### src/rtl/ext_int_pkg.sv
package ext_int_pkg;

   // Integer size select codes; the top code aliases the widest size.
   typedef enum logic [1:0] {
      IW_NARROW = 2'b00,
      IW_MID    = 2'b01,
      IW_WIDE   = 2'b10,
      IW_WIDE_B = 2'b11
   } int_width_e;

   // Map a size code to a width index, clamping to the widest entry.
   function automatic int unsigned width_index(input logic [1:0] code, input int unsigned n_widths);
      int unsigned c;
      c = int'(code);
      return (c >= n_widths - 1) ? n_widths - 1 : c;
   endfunction

endpackage

### src/rtl/ext_field_split.sv
module ext_field_split #(
   parameter int EXP_W = 15,
   parameter int SIG_W = 64,
   localparam int OP_W = 1 + EXP_W + SIG_W
) (
   input  logic [OP_W-1:0]  operand,
   output logic             sign,
   output logic [EXP_W-1:0] exponent,
   output logic [SIG_W-1:0] significand,
   output logic             special
);

   if (EXP_W < 2) begin : g_bad_exp
      $error("ext_field_split: EXP_W too small");
   end

   always_comb begin
      sign        = operand[OP_W-1];
      exponent    = operand[OP_W-2 -: EXP_W];
      significand = operand[SIG_W-1:0];
      // All-ones exponent: NaN or infinity of any form.
      special     = &exponent;
   end

endmodule

### src/rtl/ext_mag_shift.sv
module ext_mag_shift #(
   parameter int EXP_W = 15,
   parameter int SIG_W = 64,
   localparam int BIAS    = (1 << (EXP_W - 1)) - 1,
   localparam int INT_TOP = BIAS + SIG_W - 1
) (
   input  logic [EXP_W-1:0] exponent,
   input  logic [SIG_W-1:0] significand,
   output logic [SIG_W-1:0] magnitude,
   output logic             too_big
);

   localparam int SH_W = EXP_W + 1;

   if (INT_TOP >= (1 << EXP_W)) begin : g_bad_top
      $error("ext_mag_shift: integer point beyond exponent range");
   end

   logic [SH_W-1:0] shamt;
   logic            above_top;

   always_comb begin
      above_top = {1'b0, exponent} > SH_W'(INT_TOP);
      shamt     = SH_W'(INT_TOP) - {1'b0, exponent};
      if (above_top) begin
         magnitude = '0;
         too_big   = |significand;
      end else begin
         magnitude = significand >> shamt;
         too_big   = 1'b0;
      end
   end

endmodule

### src/rtl/int_range_fit.sv
module int_range_fit #(
   parameter int MAG_W      = 64,
   parameter int BASE_W     = 16,
   parameter int NUM_WIDTHS = 3,
   localparam int SEL_W = (NUM_WIDTHS > 1) ? $clog2(NUM_WIDTHS) : 1
) (
   input  logic             sign,
   input  logic [MAG_W-1:0] magnitude,
   input  logic [SEL_W-1:0] sel,
   output logic [MAG_W-1:0] result,
   output logic [MAG_W-1:0] indefinite,
   output logic             fits
);

   if ((BASE_W << (NUM_WIDTHS - 1)) != MAG_W) begin : g_bad_widths
      $error("int_range_fit: widest integer must equal MAG_W");
   end

   logic [MAG_W-1:0] res_w   [NUM_WIDTHS];
   logic [MAG_W-1:0] indef_w [NUM_WIDTHS];
   logic             fit_w   [NUM_WIDTHS];
   logic [MAG_W-1:0] negated;

   always_comb negated = ~magnitude + MAG_W'(1);

   for (genvar i = 0; i < NUM_WIDTHS; i++) begin : g_width
      localparam int WI = BASE_W << i;
      localparam logic [MAG_W-1:0] LIM  = {{(MAG_W-1){1'b0}}, 1'b1} << (WI - 1);
      localparam logic [MAG_W-1:0] KEEP = {MAG_W{1'b1}} >> (MAG_W - WI);
      always_comb begin
         indef_w[i] = LIM;
         fit_w[i]   = sign ? (magnitude <= LIM) : (magnitude < LIM);
         res_w[i]   = (sign ? negated : magnitude) & KEEP;
      end
   end

   always_comb begin
      result     = res_w[sel];
      indefinite = indef_w[sel];
      fits       = fit_w[sel];
   end

endmodule

### src/rtl/ext_int_store.sv
module ext_int_store #(
   parameter int EXP_W      = 15,
   parameter int SIG_W      = 64,
   parameter int BASE_W     = 16,
   parameter int NUM_WIDTHS = 3,
   localparam int OP_W  = 1 + EXP_W + SIG_W,
   localparam int SEL_W = (NUM_WIDTHS > 1) ? $clog2(NUM_WIDTHS) : 1
) (
   input  logic            clk,
   input  logic            rst_n,
   input  logic            in_valid,
   input  logic [OP_W-1:0] in_operand,
   input  logic [1:0]      in_width,
   input  logic            in_inv_mask,
   output logic            out_valid,
   output logic [SIG_W-1:0] out_data,
   output logic            out_store_en,
   output logic            out_invalid
);
   import ext_int_pkg::*;

   if (NUM_WIDTHS < 1 || NUM_WIDTHS > 4) begin : g_bad_count
      $error("ext_int_store: NUM_WIDTHS must be 1..4");
   end

   logic             op_sign;
   logic [EXP_W-1:0] op_exp;
   logic [SIG_W-1:0] op_sig;
   logic             op_special;
   logic [SIG_W-1:0] mag;
   logic             mag_big;
   logic [SEL_W-1:0] sel;
   logic [SIG_W-1:0] conv;
   logic [SIG_W-1:0] indef;
   logic             fits;
   logic             bad;
   logic [SIG_W-1:0] data_d;
   logic             store_d;
   logic [SEL_W-1:0] sel_q;

   ext_field_split #(.EXP_W(EXP_W), .SIG_W(SIG_W)) u_split (
      .operand    (in_operand),
      .sign       (op_sign),
      .exponent   (op_exp),
      .significand(op_sig),
      .special    (op_special)
   );

   ext_mag_shift #(.EXP_W(EXP_W), .SIG_W(SIG_W)) u_shift (
      .exponent   (op_exp),
      .significand(op_sig),
      .magnitude  (mag),
      .too_big    (mag_big)
   );

   always_comb sel = SEL_W'(width_index(in_width, NUM_WIDTHS));

   int_range_fit #(.MAG_W(SIG_W), .BASE_W(BASE_W), .NUM_WIDTHS(NUM_WIDTHS)) u_fit (
      .sign      (op_sign),
      .magnitude (mag),
      .sel       (sel),
      .result    (conv),
      .indefinite(indef),
      .fits      (fits)
   );

   always_comb begin
      bad = op_special | mag_big | ~fits;
      if (!bad) begin
         data_d  = conv;
         store_d = 1'b1;
      end else if (in_inv_mask) begin
         data_d  = indef;
         store_d = 1'b1;
      end else begin
         data_d  = '0;
         store_d = 1'b0;
      end
   end

   always_ff @(posedge clk or negedge rst_n) begin
      if (!rst_n) begin
         out_valid    <= 1'b0;
         out_data     <= '0;
         out_store_en <= 1'b0;
         out_invalid  <= 1'b0;
         sel_q        <= '0;
      end else begin
         out_valid    <= in_valid;
         out_data     <= in_valid ? data_d : '0;
         out_store_en <= in_valid & store_d;
         out_invalid  <= in_valid & bad;
         sel_q        <= sel;
      end
   end

   // result follows an accepted operand by one cycle
   assert_latency_R1: assert property (@(posedge clk) disable iff (!rst_n)
      in_valid |=> out_valid);
   assert_idle_R1: assert property (@(posedge clk) disable iff (!rst_n)
      !in_valid |=> !out_valid);
   // nothing above the selected width
   assert_zero_ext_R2: assert property (@(posedge clk) disable iff (!rst_n)
      out_valid |-> ((out_data >> (BASE_W << sel_q)) == '0));
   // masked invalid stores the sign-only pattern
   assert_indef_R7: assert property (@(posedge clk) disable iff (!rst_n)
      (out_valid && out_invalid && out_store_en) |->
         (out_data == ({{(SIG_W-1){1'b0}}, 1'b1} << ((BASE_W << sel_q) - 1))));
   // unmasked invalid requests no store and drives zero data
   assert_unmasked_R8: assert property (@(posedge clk) disable iff (!rst_n)
      (out_valid && out_invalid && !out_store_en) |-> (out_data == '0));
   assert_flag_valid_R8: assert property (@(posedge clk) disable iff (!rst_n)
      (out_invalid || out_store_en) |-> out_valid);

endmodule

### config.mk
export PLATFORM = sky130hd
export DESIGN_NAME = ext_int_store
export DESIGN_NICKNAME = d
export VERILOG_FILES = /design/src/rtl/ext_int_pkg.sv /design/src/rtl/ext_field_split.sv /design/src/rtl/ext_mag_shift.sv /design/src/rtl/int_range_fit.sv /design/src/rtl/ext_int_store.sv
export SDC_FILE = /design/constraint.sdc
export NUM_CORES = 1
export LEC_CHECK = 0
export BUFFER_PORTS_ARGS = -buffer_cell sky130_fd_sc_hd__buf_4
export CORE_MARGIN = 8
export CORE_UTILIZATION = 35
export CTS_BUF_LIST = sky130_fd_sc_hd__clkbuf_4
export DETAILED_ROUTE_END_ITERATION = 8
export SKIP_LAST_GASP = 1
export SLEW_MARGIN = 25
export SYNTH_ARGS = -nofsm -noshare
export SYNTH_HDL_FRONTEND = slang
export SYNTH_HIERARCHICAL = 1
export SYNTH_SLANG_ARGS = --single-unit
### constraint.sdc
create_clock -name clk -period 0.8 [get_ports clk]
set_input_delay 0.24 -clock clk [delete_from_list [all_inputs] [get_ports clk]]
set_output_delay 0.24 -clock clk [all_outputs]
set_load 0.01 [all_outputs]
==> out/metrics.yaml, run 1 <==
status: "complete, but fails checks"
violations: "setup timing"
maxCapViolCount: 0
htreeDepth: 3
place_area_mm2: 0.01524
synth_cells: 1462
syn_to_final_growth_pct: 52.15
grt_usage_pct: 24.07
ios: 153
initial_utilization_pct: 35.33
synth_seq_cells: 67
yosysSeqAreaShare_pct: 14.70
io_buffers: 152
vias_per_cell: 5.433
synth_edf_count: 0
first_pass_iters: 5
clock_path_buffers: 2
worst_pin_slew_ps: 629.7
ys.flop_type: "dfrtp_1"
clock.fmax_mhz: 242.1
drive_above_1_share_pct: 46.13
synth_area_leaders: "dfrtp_1, mux2i_1, buf_4"
fin_nets: 1995
fin_util_pct: 53.76
grt_remaining_overflow: 0
die_h_um: 196.5
p_leak_nw: 7.819
synth_cell_types: 84
p_total_mw: 15.94
tns_ps: -241360
drtAntennaViolNets: 0
cp-end-kind: "register"
clk_pin_slew_worst_paths_ps: 110
clock_sinks: 67
power_density_mw_per_mm2: 918.5
die_x_um: 196.5
dieArea_mm2: 0.03863
slowest_delay_ps: 530
syn_area_mm2: 0.01141
fin_crit_ps: 4131
crit_type: "primary input to register"
yosysTopAreaCell: "dfrtp_1"
yosysMostFrequentCell: "nand2_1"
hp-class: "primary input to register"
cpMaxStageDelayCell: "mux4_2"
dpl.cell_count: 2279
slew_headroom_pct: 57.89
gp_congestion: 1.004
grt_pass1_vias: 12900
grt_max_degree: 40
worstPathArrival_ps: 4500
rsz0062_at_grt: "yes"
fin_crit_sh_pct: 516.4
core_mm2: 0.03229
dr.first_iter.drc_count: 1191
fin_area_mm2: 0.01736
cp-start-kind: "primary input"
hold-worst-slack_ps: 115.9
cts_tree: "yes"
async_reset_ff_share_pct: 100.0
num_vias: 12790
rows: 66
grt_pass1_wl_mm: 74.74
final_max_slew_viol_count: 0
root_buffer: "clkbuf_4"
fin_cells: 2355
worst_slack_ps: -3331
final_hold_viol_count: 0
wl_mm: 47.43
worstPathCellList: "buf_8 > ha_4 > buf_12 > buf_8 > mux4_2 > nand2_2 > o211ai_1 > a32o_2 > a221oi_4 > nor2_2 > buf_4 > nor4_4 > nand3_2 > or3_4 > o41ai_2 > a31o_2 > nor3b_4 > buf_12 > buf_12 > buf_8 > mux2i_1"
synth_top_area_share_pct: 14.70
drc_errors: 0
setup_viol_count_final: 133
critPathRequiredTime_ps: 1170
antenna_found_initial: 1
cts_inserted_buffers: 9
yosysWarnings: 6
wire_per_inst_um: 20.14
ys_top_cells_by_count: "nand2_1, mux2i_1, buf_4, nor2_1, nand3_1"
dpl_worst_slack_ps: -4625
path_max_fanout: 7
vdd_drop_max_mv: 0.6382
syn_area_per_cell_um2: 7.803
dpl.hpwl_mm: 38.12
-- final timing paths --
check                               start            to  slack, ps  cells after the start
max in group asynchronous           rst_n  out_data[60]        250                      3
min in group asynchronous           rst_n  out_data[14]        140                      2
max                        in_operand[64]  out_data[38]      -3330                     21
min                           in_inv_mask  out_store_en        120                      2
-- placed cells by master (no fill, tap or decap), drive strengths merged, types with 15 or more instances in the layout --
| cell type | netlist | routed |
|---|---|---|
| a21oi | 60 | 60 |
| a22oi | 20 | 20 |
| buf | 208 | 627 |
| conb | 1 | 61 |
| dfrtp | 67 | 67 |
| mux2 | 22 | 22 |
| mux2i | 164 | 164 |
| mux4 | 44 | 44 |
| nand2 | 172 | 172 |
| nand2b | 21 | 21 |
| nand3 | 97 | 97 |
| nand4 | 22 | 22 |
| nor2 | 121 | 121 |
| nor3 | 44 | 44 |
| nor4 | 43 | 43 |
| o21ai | 37 | 37 |
| o22ai | 15 | 15 |
| or4 | 14 | 15 |
| xor2 | 34 | 35 |
-- layer usage --
layer  up-vias  wire (um)  GRT usage, %
met5         -          0             0
met4         0       1591         7.608
met2       405      22940         41.68
met3        85       2195         2.524
met1      6184      20700         31.09
li1       6120          -             -
-- kinds of logic (layout without fill, tap and decap cells) --
kind of cell | after synthesis | in the layout | share of synthesized area (%)
XOR/XNOR | 41 | 42 | 3.279
flip-flops | 67 | 67 | 14.70
buffers and inverters | 271 | 659 | 15.19
multiplexers | 230 | 230 | 25.28
other | 1 | 62 | 0.03287
adder cells (fa/ha/maj) | 2 | 2 | 0.2193
AO/OA/AOI/OAI | 254 | 254 | 15.22
AND/OR/NAND/NOR | 596 | 597 | 26.08
-- state kept, by name, indices dropped and copies added, names as in the netlist --
| register | cells |
|---|---|
| out_data | 64 |
| out_invalid | 1 |
| out_store_en | 1 |
| out_valid | 1 |
-- critical path: cells and delay by family --
family / cells / cell delay [ps]
adders and majority gates: 1 / 350
AOI/OAI and AO/OA: 5 / 1040
and+or+nand+nor: 6 / 1190
buffers and inverters: 7 / 960
muxes: 2 / 710
-- what timing repair did --
action,CTS,global route
resized for setup,202,100
hold endpoints to repair,67,0
cloned,5,1
setup endpoints to repair,133,133
hold buffers,1,0
pin swaps,29,26
buffers inserted,31,25
-- where the power goes --
| group | internal, mW | switching [mW] | leakage [nW] |
|---|---|---|---|
| Combinational | 4.75 | 4.95 | 6.83 |
| Clock | 1.28 | 1.40 | 0.0815 |
| Sequential | 3.51 | 0.0614 | 0.910 |
-- final cells by class --
| class | count | area (um2) |
|---|---|---|
| antenna | 1 | 2.502 |
| timing repair buffer | 629 | 5564 |
| tap | 442 | 553.0 |
| clock buffer | 10 | 75.07 |
| fill | 2970 | 14930 |
| inverter | 14 | 57.56 |
| clock inverter | 6 | 80.08 |
| multi-input combinational | 1186 | 9349 |
| sequential | 67 | 1677 |
Note: power is estimated with default switching activity, not from simulation.
==> run 2, diff against run 1 <==
CORE_ASPECT_RATIO = 1.2   (was unset)
CORE_UTILIZATION = 60   (was 35)
PLACE_DENSITY = 0.83   (was unset)
==> run 2 against run 1 <==
Net effect: the run now fails in 5_1_grt; area after synthesis unchanged; synthesized cell count unchanged.
==> out/metrics.yaml, run 2 <==
cts_inserted_buffers: 9  # unchanged
htreeDepth: 3  # unchanged
yosysMostFrequentCell: "nand2_1"
synth_top_area_share_pct: 14.70  # unchanged
ys_top_cells_by_count: "nand2_1, mux2i_1, buf_4, nor2_1, nand3_1"
syn_area_per_cell_um2: 7.803  # unchanged
io_buffers: 152  # unchanged
rows: 55  # -17%
clock_path_buffers: 2  # unchanged
grt_usage_pct: 60.59
root_buffer: "clkbuf_4"
synth_edf_count: 0  # unchanged
yosysSeqAreaShare_pct: 14.70  # unchanged
syn_area_mm2: 0.01141  # unchanged
synth_seq_cells: 67  # unchanged
ys.flop_type: "dfrtp_1"
clock_sinks: 67  # unchanged
yosysTopAreaCell: "dfrtp_1"
tool.error: "[ERROR GRT-0232] Routing congestion too high. Check the congestion heatmap in the GUI."
async_reset_ff_share_pct: 100.0  # unchanged
status: "stopped before the end"
initial_utilization_pct: 60.73  # +25 points
yosysWarnings: 6  # unchanged
synth_area_leaders: "dfrtp_1, mux2i_1, buf_4"
die_h_um: 167.1  # -15%
ios: 153  # unchanged
haltStage: "5_1_grt"
endpoint_type: "register data pin"
synth_cells: 1462  # unchanged
die_x_um: 141.9  # -28%
crit_endpoint: "out_data[38]$_DFF_PN0_/D"
grt_max_degree: 47
synth_cell_types: 84  # unchanged
gp_congestion: 1.139  # +13%
dpl.hpwl_mm: 36.49  # -4.3%
grt_remaining_overflow: 32
## run 2: cell counts after synthesis
No cell type changed its count.
## run 2: logic make-up after synthesis
logic type,Yosys count,share of synthesized area [%]
xor gates and xnor gates,41,3.279
other,1,0.03287
AOI/OAI and AO/OA,254,15.22
DFF,67,14.70
and+or+nand+nor,596,26.08
buffers and inverters,271,15.19
muxes,230,25.28
adders and majority gates,2,0.2193
## run 2: through the flow
stage / cells / setup WS, ps / TNS, ps / cell area, um2 / util [%]
after floorplan: 1522 / -3510 / -229960 / 11840 / -
after global placement: 2097 / -3907 / -255650 / 14980 / 79.72
after detailed placement: 2097 / -4053 / -263400 / 14980 / 79.72
after CTS: 2166 / -3196 / -234470 / 16530 / 88.00
## run 2: what timing repair did
action	4_1_cts
endpoints found under the hold margin	67
resized for setup	218
setup endpoints to repair	133
setup buffers	51
hold buffers	1
pin swaps	27
cloned	3
## run 2: layer usage
metal | GRT usage, % | GRT overflow
met4 | 58.26 | 21
met3 | 44.31 | 0
met2 | 80.66 | 11
met1 | 58.62 | 0
met5 | 10.72 | 0
==> run 3, diff against run 2 <==
CORE_ASPECT_RATIO = unset   (was 1.2)
CORE_UTILIZATION = 40   (was 60)
CTS_BUF_LIST = unset   (was sky130_fd_sc_hd__clkbuf_4)
PLACE_DENSITY = unset   (was 0.83)
PLACE_DENSITY_LB_ADDON = 0.15   (was unset)
==> run 3 against run 2 <==
Net effect: the flow now finishes, with violations (setup timing).
==> out/metrics.yaml, run 3 (synthesis results as in run 1) <==
violations: "setup timing"
vias_per_cell: 5.549
layout_commonest_cell: "buf_4"
final_hold_viol_count: 0
hp-class: "primary input to register"
cp-end-kind: "register"
multi_input_area_mm2: 0.009061
initial_utilization_pct: 40.18  # -21 points
dr.first_iter.drc_count: 1001
slew_headroom_pct: 48.81
setup_viol_count_final: 133
antenna_cells: 0
hold-worst-slack_ps: 96.76
fin_crit_sh_pct: 536.1
fillers: 2616
crit_family: "buffers and inverters"
worst_pin_slew_ps: 765.5
drtAntennaViolNets: 0
clock.fmax_mhz: 233.2
fin_crit_ps: 4289
clock_sinks: 67  # unchanged
p_leak_nw: 7.917
clk_pin_slew_worst_paths_ps: 50
path_buf_inv: 9
core_mm2: 0.02839
num_vias: 12930
min_from: "in_valid"
dpl.cell_count: 2263  # +7.9%
grt_usage_pct: 27.07
wl_mm: 47.28
syn_to_final_growth_pct: 52.19
drive_above_1_share_pct: 45.51
cpMaxStageDelayCell: "mux4_2"
fin_nets: 2030
power_density_mw_per_mm2: 1016
ios: 153  # unchanged
maxCapViolCount: 0
antenna_found_initial: 0
grt_max_degree: 52
critPathRequiredTime_ps: 1050
min_delay_worst_endpoint: "out_valid"
die_x_um: 184.9  # +30%
wire_per_inst_um: 20.28
dpl.hpwl_mm: 37.89  # +3.8%
worstPathCellList: "buf_8 > buf_6 > inv_4 > buf_12 > mux4_2 > mux2i_2 > o21ai_0 > a22oi_1 > o221ai_2 > buf_4 > nor4_1 > buf_4 > nand2_2 > o221ai_1 > a31o_2 > nor3b_4 > buf_6 > buf_12 > buf_8 > mux2i_2"
rsz0062_at_grt: "yes"
grt_pass1_wl_mm: 72.64
largest_reg_flops: 64
crit_type: "primary input to register"
p_total_mw: 17.64
final_max_slew_viol_count: 0
layout_common_cells: "buf_4, nand2_1, mux2i_1, nor2_1, nand3_1"
holdPathStages: 1
grt_remaining_overflow: 0
first_pass_iters: 8
drc_errors: 0
dieArea_mm2: 0.03418
cp-start-kind: "primary input"
root_buffer: "clkbuf_16"
worst_slack_ps: -3489
rows: 62  # +13%
top_register: "out_data"
die_h_um: 184.9  # +11%
vdd_drop_max_mv: 0.7797
clock_path_buffers: 2  # unchanged
fin_cells: 2331
slowest_delay_ps: 590
htreeDepth: 3  # unchanged
cts_inserted_buffers: 9  # unchanged
seqCellArea_mm2: 0.001677
grt_pass1_vias: 12940
status: "complete, but fails checks"
gp_congestion: 0.9932  # -13%
path_max_fanout: 10
worstPathArrival_ps: 4540
cts_tree: "yes"
io_buffers: 152  # unchanged
[run 3: worst max-delay path by stage]
stage	from	to	slack (ps)	depth (start not counted)
after floorplan	in_operand[65]	out_data[34]	-3510	21
after global placement	in_operand[65]	out_data[49]	-4290	19
after detailed placement	in_operand[65]	out_data[49]	-4280	19
after CTS	in_operand[64]	out_data[49]	-3450	19
after global routing	in_operand[65]	out_data[40]	-3570	23
final	in_operand[64]	out_data[18]	-3490	20
[run 3: report_power, final]
group / internal (mW) / leakage (nW) / switching [mW]
registers: 3.52 / 0.910 / 0.0592
clock network: 2.89 / 0.159 / 1.49
logic: 4.80 / 6.85 / 4.88
[run 3: cell type report]
| type | count | share of cell area [%] |
|---|---|---|
| sequential | 67 | 9.656 |
| multi-input combinational | 1185 | 52.19 |
| timing repair buffer | 665 | 33.18 |
| tap | 384 | 2.767 |
| inverter | 14 | 0.3171 |
| clock inverter | 4 | 0.4180 |
| clock buffer | 12 | 1.477 |
[run 3: repair_timing]
action                                  CTS  global route
gates cloned                              8             0
resized for setup                       188            60
endpoints found under the setup margin  133           133
pin swaps                                23            13
setup buffers                            38             9
endpoints found under the hold margin    30             0
hold buffers                              1             0
[run 3: routing by layer]
metal / share of wire [%] / up-vias / GRT usage [%]
li1: - / 6173 / -
met1: 41 / 6174 / 32.33
met2: 49 / 478 / 48.09
met3: 5.1 / 109 / 2.864
met4: 4.8 / 0 / 12.77
met5: 0 / - / 0
[run 3: stage by stage]
stage	setup WS (ps)	cell area (um2)	setup TNS, ps	utilization, %
2_1_floorplan	-3510	11840	-229960	-
3_3_place_gp	-4294	15400	-269890	54.23
3_5_place_dp	-4281	15400	-274070	54.23
4_1_cts	-3446	17110	-241070	60.25
5_1_grt	-3571	17360	-251160	61.15
6_report	-3489	17360	-244410	61.15
